===== config.mk =====
export PLATFORM = sky130hd
export DESIGN_NAME = idt_timer
export DESIGN_NICKNAME = d
export VERILOG_FILES = /design/src/rtl/idt_pkg.sv /design/src/rtl/idt_tick_gen.sv /design/src/rtl/idt_countdown.sv /design/src/rtl/idt_regs.sv /design/src/rtl/idt_timer.sv
export SDC_FILE = /design/constraint.sdc
export NUM_CORES = 1
export LEC_CHECK = 0
export BUFFER_PORTS_ARGS = -buffer_cell sky130_fd_sc_hd__buf_2
export CAP_MARGIN = 0
export CORE_AREA = 2 2 87 89
export CTS_CLUSTER_DIAMETER = 40
export DETAILED_ROUTE_END_ITERATION = 10
export DIE_AREA = 0 0 89 91
export PLACE_DENSITY = 0.78
export SYNTH_ARGS = -nofsm -noshare
export SYNTH_HDL_FRONTEND = slang
export SYNTH_SLANG_ARGS = --single-unit

===== constraint.sdc =====
create_clock -name clk_i -period 6.7 [get_ports clk_i]
set_clock_uncertainty 0.1 [all_clocks]
set_input_delay 0.67 -clock clk_i [delete_from_list [all_inputs] [get_ports clk_i]]
set_output_delay 0.67 -clock clk_i [all_outputs]
set_load 0.02 [all_outputs]

===== src/rtl/idt_pkg.sv =====
package idt_pkg;
  localparam int CTRL_W        = 3;
  localparam int ADDR_W        = 2;
  localparam logic [ADDR_W-1:0] ADDR_COUNT  = 2'd0;
  localparam logic [ADDR_W-1:0] ADDR_CTRL   = 2'd1;
  localparam logic [ADDR_W-1:0] ADDR_STATUS = 2'd2;
  localparam int STATUS_CLR_BIT = 0;

  typedef struct packed {
    logic ext_sel;
    logic reload;
    logic irq_en;
  } ctrl_t;
endpackage


===== src/rtl/idt_tick_gen.sv =====
module idt_tick_gen #(
  parameter int SYNC_STAGES = 2
) (
  input  logic clk_i,
  input  logic rst_ni,
  input  logic ext_clk_i,
  input  logic ext_sel_i,
  output logic tick_o
);
  localparam int LAST = SYNC_STAGES - 1;

  logic [SYNC_STAGES-1:0] sync_q;
  logic                   prev_q;
  logic                   ext_edge;

  generate
    for (genvar i = 0; i < SYNC_STAGES; i++) begin : g_sync
      if (i == 0) begin : g_first
        always_ff @(posedge clk_i or negedge rst_ni) begin
          if (!rst_ni) sync_q[0] <= 1'b0;
          else         sync_q[0] <= ext_clk_i;
        end
      end else begin : g_next
        always_ff @(posedge clk_i or negedge rst_ni) begin
          if (!rst_ni) sync_q[i] <= 1'b0;
          else         sync_q[i] <= sync_q[i-1];
        end
      end
    end
  endgenerate

  always_ff @(posedge clk_i or negedge rst_ni) begin
    if (!rst_ni) prev_q <= 1'b0;
    else         prev_q <= sync_q[LAST];
  end

  assign ext_edge = sync_q[LAST] & ~prev_q;
  assign tick_o   = ext_sel_i ? ext_edge : 1'b1;
endmodule


===== src/rtl/idt_countdown.sv =====
module idt_countdown #(
  parameter int WIDTH = 32
) (
  input  logic             clk_i,
  input  logic             rst_ni,
  input  logic             load_i,
  input  logic [WIDTH-1:0] load_val_i,
  input  logic             tick_i,
  input  logic             reload_en_i,
  output logic [WIDTH-1:0] count_o,
  output logic [WIDTH-1:0] shadow_o,
  output logic             expire_o
);
  localparam logic [WIDTH-1:0] ONE = WIDTH'(1);

  logic [WIDTH-1:0] count_q;
  logic [WIDTH-1:0] shadow_q;

  function automatic logic at_end(input logic [WIDTH-1:0] cur);
    return cur == ONE;
  endfunction

  function automatic logic [WIDTH-1:0] step_down(
    input logic [WIDTH-1:0] cur,
    input logic [WIDTH-1:0] shadow,
    input logic             reload
  );
    if (at_end(cur)) return reload ? shadow : '0;
    if (cur == '0)   return '0;
    return cur - ONE;
  endfunction

  assign expire_o = tick_i & ~load_i & at_end(count_q);

  always_ff @(posedge clk_i or negedge rst_ni) begin
    if (!rst_ni) begin
      count_q  <= '0;
      shadow_q <= '0;
    end else if (load_i) begin
      count_q  <= load_val_i;
      shadow_q <= load_val_i;
    end else if (tick_i) begin
      count_q  <= step_down(count_q, shadow_q, reload_en_i);
    end
  end

  assign count_o  = count_q;
  assign shadow_o = shadow_q;
endmodule


===== src/rtl/idt_regs.sv =====
module idt_regs
  import idt_pkg::*;
(
  input  logic              clk_i,
  input  logic              rst_ni,
  input  logic              wr_en_i,
  input  logic [ADDR_W-1:0] wr_addr_i,
  input  logic [CTRL_W-1:0] wr_bits_i,
  input  logic              expire_i,
  output ctrl_t             ctrl_o,
  output logic              status_o,
  output logic              irq_o
);
  ctrl_t ctrl_q;
  logic  status_q;
  logic  ctrl_we;
  logic  status_clr;

  assign ctrl_we    = wr_en_i && (wr_addr_i == ADDR_CTRL);
  assign status_clr = wr_en_i && (wr_addr_i == ADDR_STATUS) && wr_bits_i[STATUS_CLR_BIT];

  always_ff @(posedge clk_i or negedge rst_ni) begin
    if (!rst_ni)      ctrl_q <= '0;
    else if (ctrl_we) ctrl_q <= ctrl_t'(wr_bits_i);
  end

  always_ff @(posedge clk_i or negedge rst_ni) begin
    if (!rst_ni)         status_q <= 1'b0;
    else if (expire_i)   status_q <= 1'b1;
    else if (status_clr) status_q <= 1'b0;
  end

  assign ctrl_o   = ctrl_q;
  assign status_o = status_q;
  assign irq_o    = status_q & ctrl_q.irq_en;
endmodule


===== src/rtl/idt_timer.sv =====
module idt_timer
  import idt_pkg::*;
#(
  parameter int WIDTH       = 32,
  parameter int SYNC_STAGES = 2
) (
  input  logic              clk_i,
  input  logic              rst_ni,
  input  logic              ext_tick_clk_i,
  input  logic              wr_en_i,
  input  logic [ADDR_W-1:0] wr_addr_i,
  input  logic [WIDTH-1:0]  wr_data_i,
  output logic [WIDTH-1:0]  count_o,
  output logic [CTRL_W-1:0] ctrl_o,
  output logic              status_o,
  output logic              irq_o
);
  ctrl_t            ctrl;
  logic             tick;
  logic             expire;
  logic             load_count;
  logic [WIDTH-1:0] shadow;

  assign load_count = wr_en_i && (wr_addr_i == ADDR_COUNT);

  idt_tick_gen #(.SYNC_STAGES(SYNC_STAGES)) u_tick (
    .clk_i     (clk_i),
    .rst_ni    (rst_ni),
    .ext_clk_i (ext_tick_clk_i),
    .ext_sel_i (ctrl.ext_sel),
    .tick_o    (tick)
  );

  idt_countdown #(.WIDTH(WIDTH)) u_count (
    .clk_i       (clk_i),
    .rst_ni      (rst_ni),
    .load_i      (load_count),
    .load_val_i  (wr_data_i),
    .tick_i      (tick),
    .reload_en_i (ctrl.reload),
    .count_o     (count_o),
    .shadow_o    (shadow),
    .expire_o    (expire)
  );

  idt_regs u_regs (
    .clk_i     (clk_i),
    .rst_ni    (rst_ni),
    .wr_en_i   (wr_en_i),
    .wr_addr_i (wr_addr_i),
    .wr_bits_i (wr_data_i[CTRL_W-1:0]),
    .expire_i  (expire),
    .ctrl_o    (ctrl),
    .status_o  (status_o),
    .irq_o     (irq_o)
  );

  assign ctrl_o = ctrl;
endmodule


== Word level (Yosys, flattened, before mapping) ==
Cells that the tools add are included.

* Bits in registers: 71
* Bits of input ports: 38
* Output and inout port bits: 37
* Logic and storage cells: 44

* Add/subtract/negate cells: 1
* Equal/unequal tests: 3
* Multiplexer cells: 17
* Bitwise operators: 6
* Reduce and logical (&&, ||, !) cells: 8

{| class="wikitable"
|+ Operator list
! kind !! number
|-
| $mux W32 || 7
|-
| $eq A32 B1 Y1 const B || 1
|-
| $logic_not A32 Y1 || 1
|-
| $sub A32 B1 Y32 const B || 1
|-
| $mux W1 || 10
|-
| $and A1 B1 Y1 || 4
|-
| $logic_and A1 B1 Y1 || 4
|-
| $reduce_bool A2 Y1 || 2
|-
| $eq A2 B1 Y1 const B || 1
|-
| $eq A2 B2 Y1 const B || 1
|-
| $logic_not A2 Y1 || 1
|-
| $not A1 Y1 || 2
|}

== Logic depth before layout (Yosys ltp) ==
Gate-level depths: netlist of the first run.

* Depth after elaboration: 12
* Gate-level depth with buffers: 8
* Depth with buffers taken out: 8

== Cells and area by module ==
Synthesis of the first run repeated with hierarchy kept, for this count alone.

* Cell total of the unflattened synthesis: 383
* Area, all modules: 3,966.3 um^2

{| class="wikitable"
|+ Modules (own cells, without submodules)
! module !! instances !! cells each !! area an instance (um^2) !! sequential area each (um^2)
|-
| idt_countdown || 1 || 366 || 3,678.5 || 1,601.5
|-
| idt_regs || 1 || 11 || 187.7 || 100.1
|-
| idt_tick_gen || 1 || 5 || 87.6 || 75.1
|-
| idt_timer || 1 || 1 || 12.5 || 0.0
|}

== Worst setup path after synthesis of the first run ==
No wires, ideal clock.

* Path type: register to register
* Start point: register u_count.count_q[16] (netlist: u_count.count_o[16])
* End point: register u_count.count_q[6] (netlist: u_count.count_o[6])
* Setup time: 104 ps
* Arrival: 2,172 ps
* Data required time: 6,496 ps
* Path slack: 4,324 ps
* Cell stages (with the launch flop): 9
* Path buffers: 2
* Clock period less this slack: 2,376 ps
* Path through: dfrtp_1 > buf_6 > nor4_2 > nand4_2 > or3_4 > nor4_4 > buf_6 > a22oi_2 > o311ai_1

* Cells in the longest elaborated chain, start to end: 9
* Elaborated cells between the ends (all ways): 14
* Classes of those cells: eq/ne (1); mux (12); reduce/logical (1)

{| class="wikitable"
|+ Ends and longest elaborated chain
! item !! line !! source
|-
| start, declared || idt_countdown.sv:16 || <nowiki>logic [WIDTH-1:0] count_q;</nowiki>
|-
| start signal, assigned || idt_countdown.sv:40 || <nowiki>count_q <= load_val_i;</nowiki>
|-
| start signal, assigned || idt_countdown.sv:43 || <nowiki>count_q <= step_down(count_q, shadow_q, reload_en_i);</nowiki>
|-
| $logic_not A32 Y1 || idt_countdown.sv:29 || <nowiki>if (cur == '0) return '0;</nowiki>
|-
| $mux W1 (2 in series) || idt_countdown.sv:29 ||
|-
| $mux W1 || idt_countdown.sv:42 || <nowiki>end else if (tick_i) begin</nowiki>
|-
| $mux W1 || idt_countdown.sv:39 || <nowiki>end else if (load_i) begin</nowiki>
|-
| $mux W32 || idt_countdown.sv:30 || <nowiki>return cur - ONE;</nowiki>
|-
| $mux W32 (*) || idt_countdown.sv:29 ||
|-
| $mux W32 (*) || idt_countdown.sv:42 ||
|-
| $mux W32 (*) || idt_countdown.sv:39 ||
|}

Every way passes the cells marked *; elsewhere a longest branch is shown, timed or not. The select of a mux whose other input is x is not followed.
A chain may end at the register's enable or synchronous reset.

== Worst setup path after layout of the first run ==
* Start point: register u_count.count_q[24] (netlist: u_count.count_o[24])
* End point: register u_count.count_q[13] (netlist: u_count.count_o[13])

The elaborated chain is that of the path after synthesis.

==> results.toml, run 1 <==
[global_route]
grt_pass1_wl_mm = 17.0
grtUsageTotal_pct = 26.6
grt.overflow.total = 0
antenna_found_initial = 0
grt_pass1_vias = 3543
grt_max_degree = 76

[job]
cap_violations = 0

[worst_setup_path]
worst_path_max_delay_cell = "nor4_4"
crit_buf_inv = 1
r2r_end = "u_count.count_o[13]"
crit_fanout = 16
end_kind = "flop"
r2r-start = "u_count.count_o[24]"
worstSetupPathType = "flop to flop"
critical_path.cell_chain = "nor3_1, nand3_2, or3_4, nor4_4, buf_4, a211oi_1, a41oi_1"
r2r_cells = 7
r2r_slack_ps = 3560
cp_top_family = "simple AND/OR/NAND/NOR gates"
cp-start-kind = "flop"
crit_arrival_ps = 3310
critPathMaxStageDelay_ps = 600
cp.required_ps = 6870

[clock_network]
cts-htree-levels = 3
cts_setup_buffers = 0
numCtsBuffers = 9
cts_sinks = 71
cts_tree = "done"
clk_pin_slew_ps = 80
cts_max_path_buffers = 2
clk_latency_ps = 350
cts_root_buf = "clkbuf_8"
cts_hold_buffers = 0
cts_resized = 0

[timing]
worst_slack_ps = 3560
period_minus_slack_ps = 3140
worst_slew_pin_slew_ps = 953
slew_headroom_pct = 36.1
rsz0062_at_grt = "false"
fin_crit_sh_pct = 46.8
final-hold-violation-count = 0
fin_setup_tns_ps = 0
setup_viol = 0
slew_viol_final = 0
fmax_mhz = 319

[floorplan]
dieArea_sq_um = 8100
dieHeight_um = 91
start_util_pct = 53.7
die_w_um = 89
core.rowCount = 31
ios = 75
core-area_sq_um = 7140

[route]
drc = 0
via_count = 3600
routed_wl_mm = 10.2
firstDrtPassIters = 4
viasPerCell = 6.02
wl_per_cell_um = 17.1
drt_first_iter_violations = 248
postRouteAntennaNets = 0

[logic_synthesis]
synthCells = 429
async_flop_share_pct = 100
syn_nets = 469
synth_ff_type = "dfrtp_1"
syn_avg_cell_area_sq_um = 8.94
ys_types = 55
synth-seq-cells = 71
synth_top_area_cell = "dfrtp_1"
ys_seq_area_share_pct = 46.3
yosysTopAreaCellShare_pct = 46.3
yosys_warnings = 0
ys_top_cells_by_area = "dfrtp_1 46%, nand2_1 12%, nor3_1 3.9%, a22oi_2 2.6%, o21ai_1 2.5%"
synthesis.area_sq_um = 3830
synth-edff-count = 0

[power]
peakVddDrop_mv = 0.126
p_leak_uw = 0.00196
power_density_nw_per_um2 = 314

[hold_path]
hold_path_class = "flop to flop"
min_to = "u_tick.sync_q[1]"
hp-start = "u_tick.sync_q[0]"
whs_path_depth = 0

[place]
port_buffers = 74
hpwl_mm = 6.82
placedCellCount = 582
gp_congestion = 0.839
pre_cts_slack_ps = 3310

[finish]
antenna_cells = 0
nets = 534
drive_gt1_share_pct = 25.1
syn_to_final_growth_pct = 15.3
instances_no_fill = 598
post-route-util_pct = 62.0

[status]
status = "finished, final reports clean"
cell families after synthesis:
family / share of synthesized area, %
muxes: 0.881
adders and majority gates: 0.652
DFF: 46.3
AOI/OAI and AO/OA: 16.7
and+or+nand+nor: 31.9
buffers and inverters: 3.59
registers in the layout, indices dropped and copies added (netlist names):
signal and flops:
u_count.count_o 32, u_count.shadow_o 32, u_regs.ctrl_o 3, u_regs.status_o 1, u_tick.prev_q 1, u_tick.sync_q 2
cells in the mapped netlist, drive strengths merged, types with 7 or more instances:
cell and number:
a22oi 8, a211oi 7, clkbuf 12, nor4 13
or3 8, nor2 20, buf 13, nand4 13
dfrtp 71, nand2 126, nor3 30, nand3 13
o21ai 27
cell type report:
cell class / instances / area, sq um
Timing Repair Buffer: 79 / 408
Fill cell: 663 / 2710
Sequential cell: 71 / 1780
Clock inverter: 3 / 17.5
Clock buffer: 13 / 159
Tap cell: 99 / 124
Multi-Input combinational cell: 331 / 1930
Inverter: 2 / 7.51
metrics by stage:
| step | total power (uW) | cell area [sq um] | hold WS (ps) |
|---|---|---|---|
| 2_1_floorplan | 928 | 3830 | 231 |
| 3_3_place_gp | 1070 | 4250 | 235 |
| 3_5_place_dp | 1080 | 4250 | 241 |
| 4_1_cts | 1390 | 4420 | 257 |
| 5_1_grt | 1470 | 4420 | 268 |
| 6_report | 1390 | 4420 | 257 |
layer usage:
| layer | vias up | track usage, % | wire [um] |
|---|---|---|---|
| li1 | 1689 | - | - |
| met2 | 151 | 40.9 | 4870 |
| met3 | 16 | 4.27 | 682 |
| met1 | 1744 | 37.2 | 4490 |
| met5 | - | 0 | 0 |
| met4 | 0 | 10.9 | 195 |
power breakdown:
group / switching [uW] / internal, uW / leakage [uW]
clock network: 158 / 154 / 0.0000894
logic: 269 / 160 / 0.00101
registers: 128 / 521 / 0.000866
how the worst max path moves through the flow:
stage | slack [ps] | depth (start not counted) | start | end
3_5_place_dp | 3310 | 8 | wr_addr_i[0] | u_count.count_o[13]
5_1_grt | 3420 | 7 | u_count.count_o[24] | u_count.count_o[13]
3_3_place_gp | 3360 | 8 | wr_addr_i[0] | u_count.count_o[13]
2_1_floorplan | 4320 | 8 | u_count.count_o[16] | u_count.count_o[6]
4_1_cts | 3590 | 7 | u_count.count_o[24] | u_count.count_o[13]
6_report | 3560 | 7 | u_count.count_o[24] | u_count.count_o[13]
placed cells by master, fill, tap and decap left out, types with 3 or more instances in the layout:
cell type and count:
o311ai_1 5, o31ai_1 3, and2_1 3, nor4_4 4
nand3b_1 4, dfrtp_1 71, o31a_1 3, a221o_1 3
a211oi_1 7, nand3_1 11, a21oi_1 6, nor3_1 29
buf_2 74, a31oi_1 4, or4_1 5, or3_1 7
nor2_1 20, o21ai_0 7, buf_4 5, nor4_1 7
a22oi_2 8, o21ai_1 19, nand4_1 12, clkbuf_8 11
nand2_1 124, mux2_2 3
(Power assumes the default switching activity.)
==> inputs of run 2 (changes only) <==
- ABC_AREA: not set -> 1
- CORE_AREA: 2 2 87 89 -> 2 2 97 99
- DIE_AREA: 0 0 89 91 -> 0 0 99 101
- PLACE_DENSITY: 0.78 -> 0.76
- clock period: 6.7 -> 2.6 ns (I/O delays scaled with it)
==> run 2 against run 1 <==
Against the previous run:
- global-route usage down 0.74 points
- power grew to 3.6 times the previous value
- die area increased by 23%
- synthesized cell count rose by 47%
- worst hold slack lost 240 ps
- non-clock buffer count increased by 9
- sequential power grew to 2.9 times the previous value
- combinational power grew to 4.6 times the previous value
- count of clock-buffer cells in the layout is 4 lower
- first-iteration DRC count is 34% higher
- critical path type unchanged
- critical endpoint is now u_count.count_o[7]
- largest power group is now combinational logic
==> results.toml, run 2 <==
[place]
gp_congestion = 0.961
hpwl_mm = 9.06
placed_cell_area_sq_um = 5020
port_buffers = 74

[worst_setup_path]
worstSetupPathType = "flop to flop"
end_kind = "flop"
critical_path.cell_chain = "nor2_2, nand2_2, nor2_8, nand3_4, nor2_8, nand2_2, o21ai_1, nor2_1, nor2_1"
cp_top_family = "simple AND/OR/NAND/NOR gates"
r2r_slack_ps = 550
crit_buf_inv = 0
crit_arrival_ps = 2240
worst_path_max_delay_cell = "dfrtp_1"
crit_fanout = 20
cp-start-kind = "flop"
critPathMaxStageDelay_ps = 480
cp.required_ps = 2790

[logic_synthesis]
synthTopCellsByCount = "131 x nand2_1, 130 x nor2_1, 71 x dfrtp_1, 61 x inv_1, 40 x nand3_1"
synthAdderAreaFrac_pct = 0.552
async_flop_share_pct = 100
yosys_warnings = 0
synth_top_area_cell = "dfrtp_1"
yosysTopAreaCellShare_pct = 39.2
synth_compound_area_share_pct = 8.80
synth_ff_type = "dfrtp_1"
synth-seq-cells = 71
ys_top_cells_by_area = "dfrtp_1 39%, nand2_1 11%, nor2_1 11%, inv_1 5.0%, nand3_1 4.4%"
ys_types = 34
synth-edff-count = 0
syn_nets = 669
muxShareOfSynthArea_pct = 1.24
synth_top_family_by_area = "simple AND/OR/NAND/NOR gates"
syn_avg_cell_area_sq_um = 7.21
synthCells = 629
synth-simple-area-share_pct = 38.6
synth_xor_area_share_pct = 2.90
synth.most_common_cell = "nand2_1"
ys_seq_area_share_pct = 39.2
synthesis.area_sq_um = 4540

[route]
viasPerCell = 5.30
firstDrtPassIters = 5
wl_per_cell_um = 15.2
postRouteAntennaNets = 0
drt_first_iter_violations = 332
drc = 0
via_count = 4334
routed_wl_mm = 12.4

[clock_network]
clk_latency_ps = 360
cts_tree = "done"
cts_max_path_buffers = 2
cts_root_buf = "clkbuf_8"
cts_resized = 0
cts-htree-levels = 3
clk_pin_slew_ps = 90
cts_setup_buffers = 0
numCtsBuffers = 9
cts_sinks = 71
cts_hold_buffers = 2

[finish]
final_common_cell = "nand2_1"
syn_to_final_growth_pct = 16.6
antenna_cells = 0
drive_gt1_share_pct = 22.7
mostFrequentLayoutCells = "131 x nand2_1, 130 x nor2_1, 74 x buf_2, 71 x dfrtp_1, 61 x inv_1"
finalInstanceArea_sq_um = 5290
nets = 741

[timing]
worst_slew_pin_slew_ps = 735
fin_setup_tns_ps = 0
final-hold-violation-count = 0
fin_crit_sh_pct = 79.0
slew_headroom_pct = 50.9
rsz0062_at_grt = "false"
fmax_mhz = 487
period_minus_slack_ps = 2050
slew_viol_final = 0
setup_viol = 0

[floorplan]
core.rowCount = 35
core-area_sq_um = 8980
dieHeight_um = 101
start_util_pct = 50.5
die_w_um = 99
ios = 75
dieArea_sq_um = 10000

[global_route]
gr-max-usage-layer = "met2"
grt_pass1_vias = 4186
antenna_found_initial = 0
use_met3_pct = 4.44
grt.overflow.total = 0
grt_util_met2_pct = 40.2
grt_max_degree = 72
grtUsageTotal_pct = 25.9
grt_pass1_wl_mm = 20.7
use_met1_pct = 37.8

[power]
p_leak_uw = 0.00256
peakVddDrop_mv = 0.470
power_density_nw_per_um2 = 934

[status]
status = "finished, final reports clean"

[job]
cap_violations = 0

[hold_path]
hold_path_class = "primary input to flop"
## run 2: cell types whose count changed in the layout (fill, tap and decap cells not counted), sizes merged, moves of 9 or more
cell	change
a21oi	+22
inv	+67
nand2	+11
nand3	+40
nand4	+12
nor2	+131
nor3	-28
nor4	-12
o21ai	+11
xor2	+9
## run 2: layout make-up
cell class                 instances  area [sq um]
fill                             869          3690
inverter                          66           248
sequential                        71          1780
clock inverter                     7           128
timing repair buffer              88           505
clock buffer                       9           124
tap                              111           139
multi-input combinational        465          2370
## run 2: metal layers
| layer | vias to the layer above | part of all wire [%] |
|---|---|---|
| met5 | - | 0 |
| met4 | 0 | 1.3 |
| met3 | 19 | 6.5 |
| met2 | 154 | 46 |
| met1 | 2010 | 47 |
| li1 | 2151 | - |
## run 2: cell families after synthesis
kind of cell	after synthesis
AO/OA/AOI/OAI	72
AND/OR/NAND/NOR	371
multiplexers	5
adder cells (fa/ha/maj)	2
XOR/XNOR	15
buffers and inverters	93
flip-flops	71
## run 2: worst min-delay path: cells and delay by family
kind | cells | cell delay (ps)
buf+inv | 1 | 90
simple gates | 2 | 100
## run 2: final timing paths
path / depth (start not counted) / startpoint / to
max in group asynchronous: 3 / rst_ni / u_count.count_o[19]
hold reg to reg: 0 / u_tick.sync_q[0] / u_tick.sync_q[1]
min in group asynchronous: 3 / rst_ni / u_count.shadow_o[20]
setup reg to reg: 9 / u_count.count_o[10] / u_count.count_o[7]
setup / recovery: 9 / u_count.count_o[10] / u_count.count_o[7]
hold / removal: 3 / wr_data_i[3] / u_count.shadow_o[3]
## run 2: per-stage QoR
step | setup slack, ps | utilization [%] | hold WS (ps) | std cells | power (uW)
after floorplan | 704 | - | -136 | 629 | 3120
after global placement | 583 | 55.9 | 221 | 799 | 3760
after detailed placement | 554 | 55.9 | 225 | 799 | 3810
after CTS | 545 | 58.9 | 9.27 | 817 | 4950
after global routing | 348 | 58.9 | 28.0 | 817 | 5280
final | 547 | 58.9 | 16.6 | 817 | 4940
## run 2: power by group
group	internal, uW	switching (uW)
combinational	709	1250
sequential	1420	440
clock	652	475
total	2780	2160
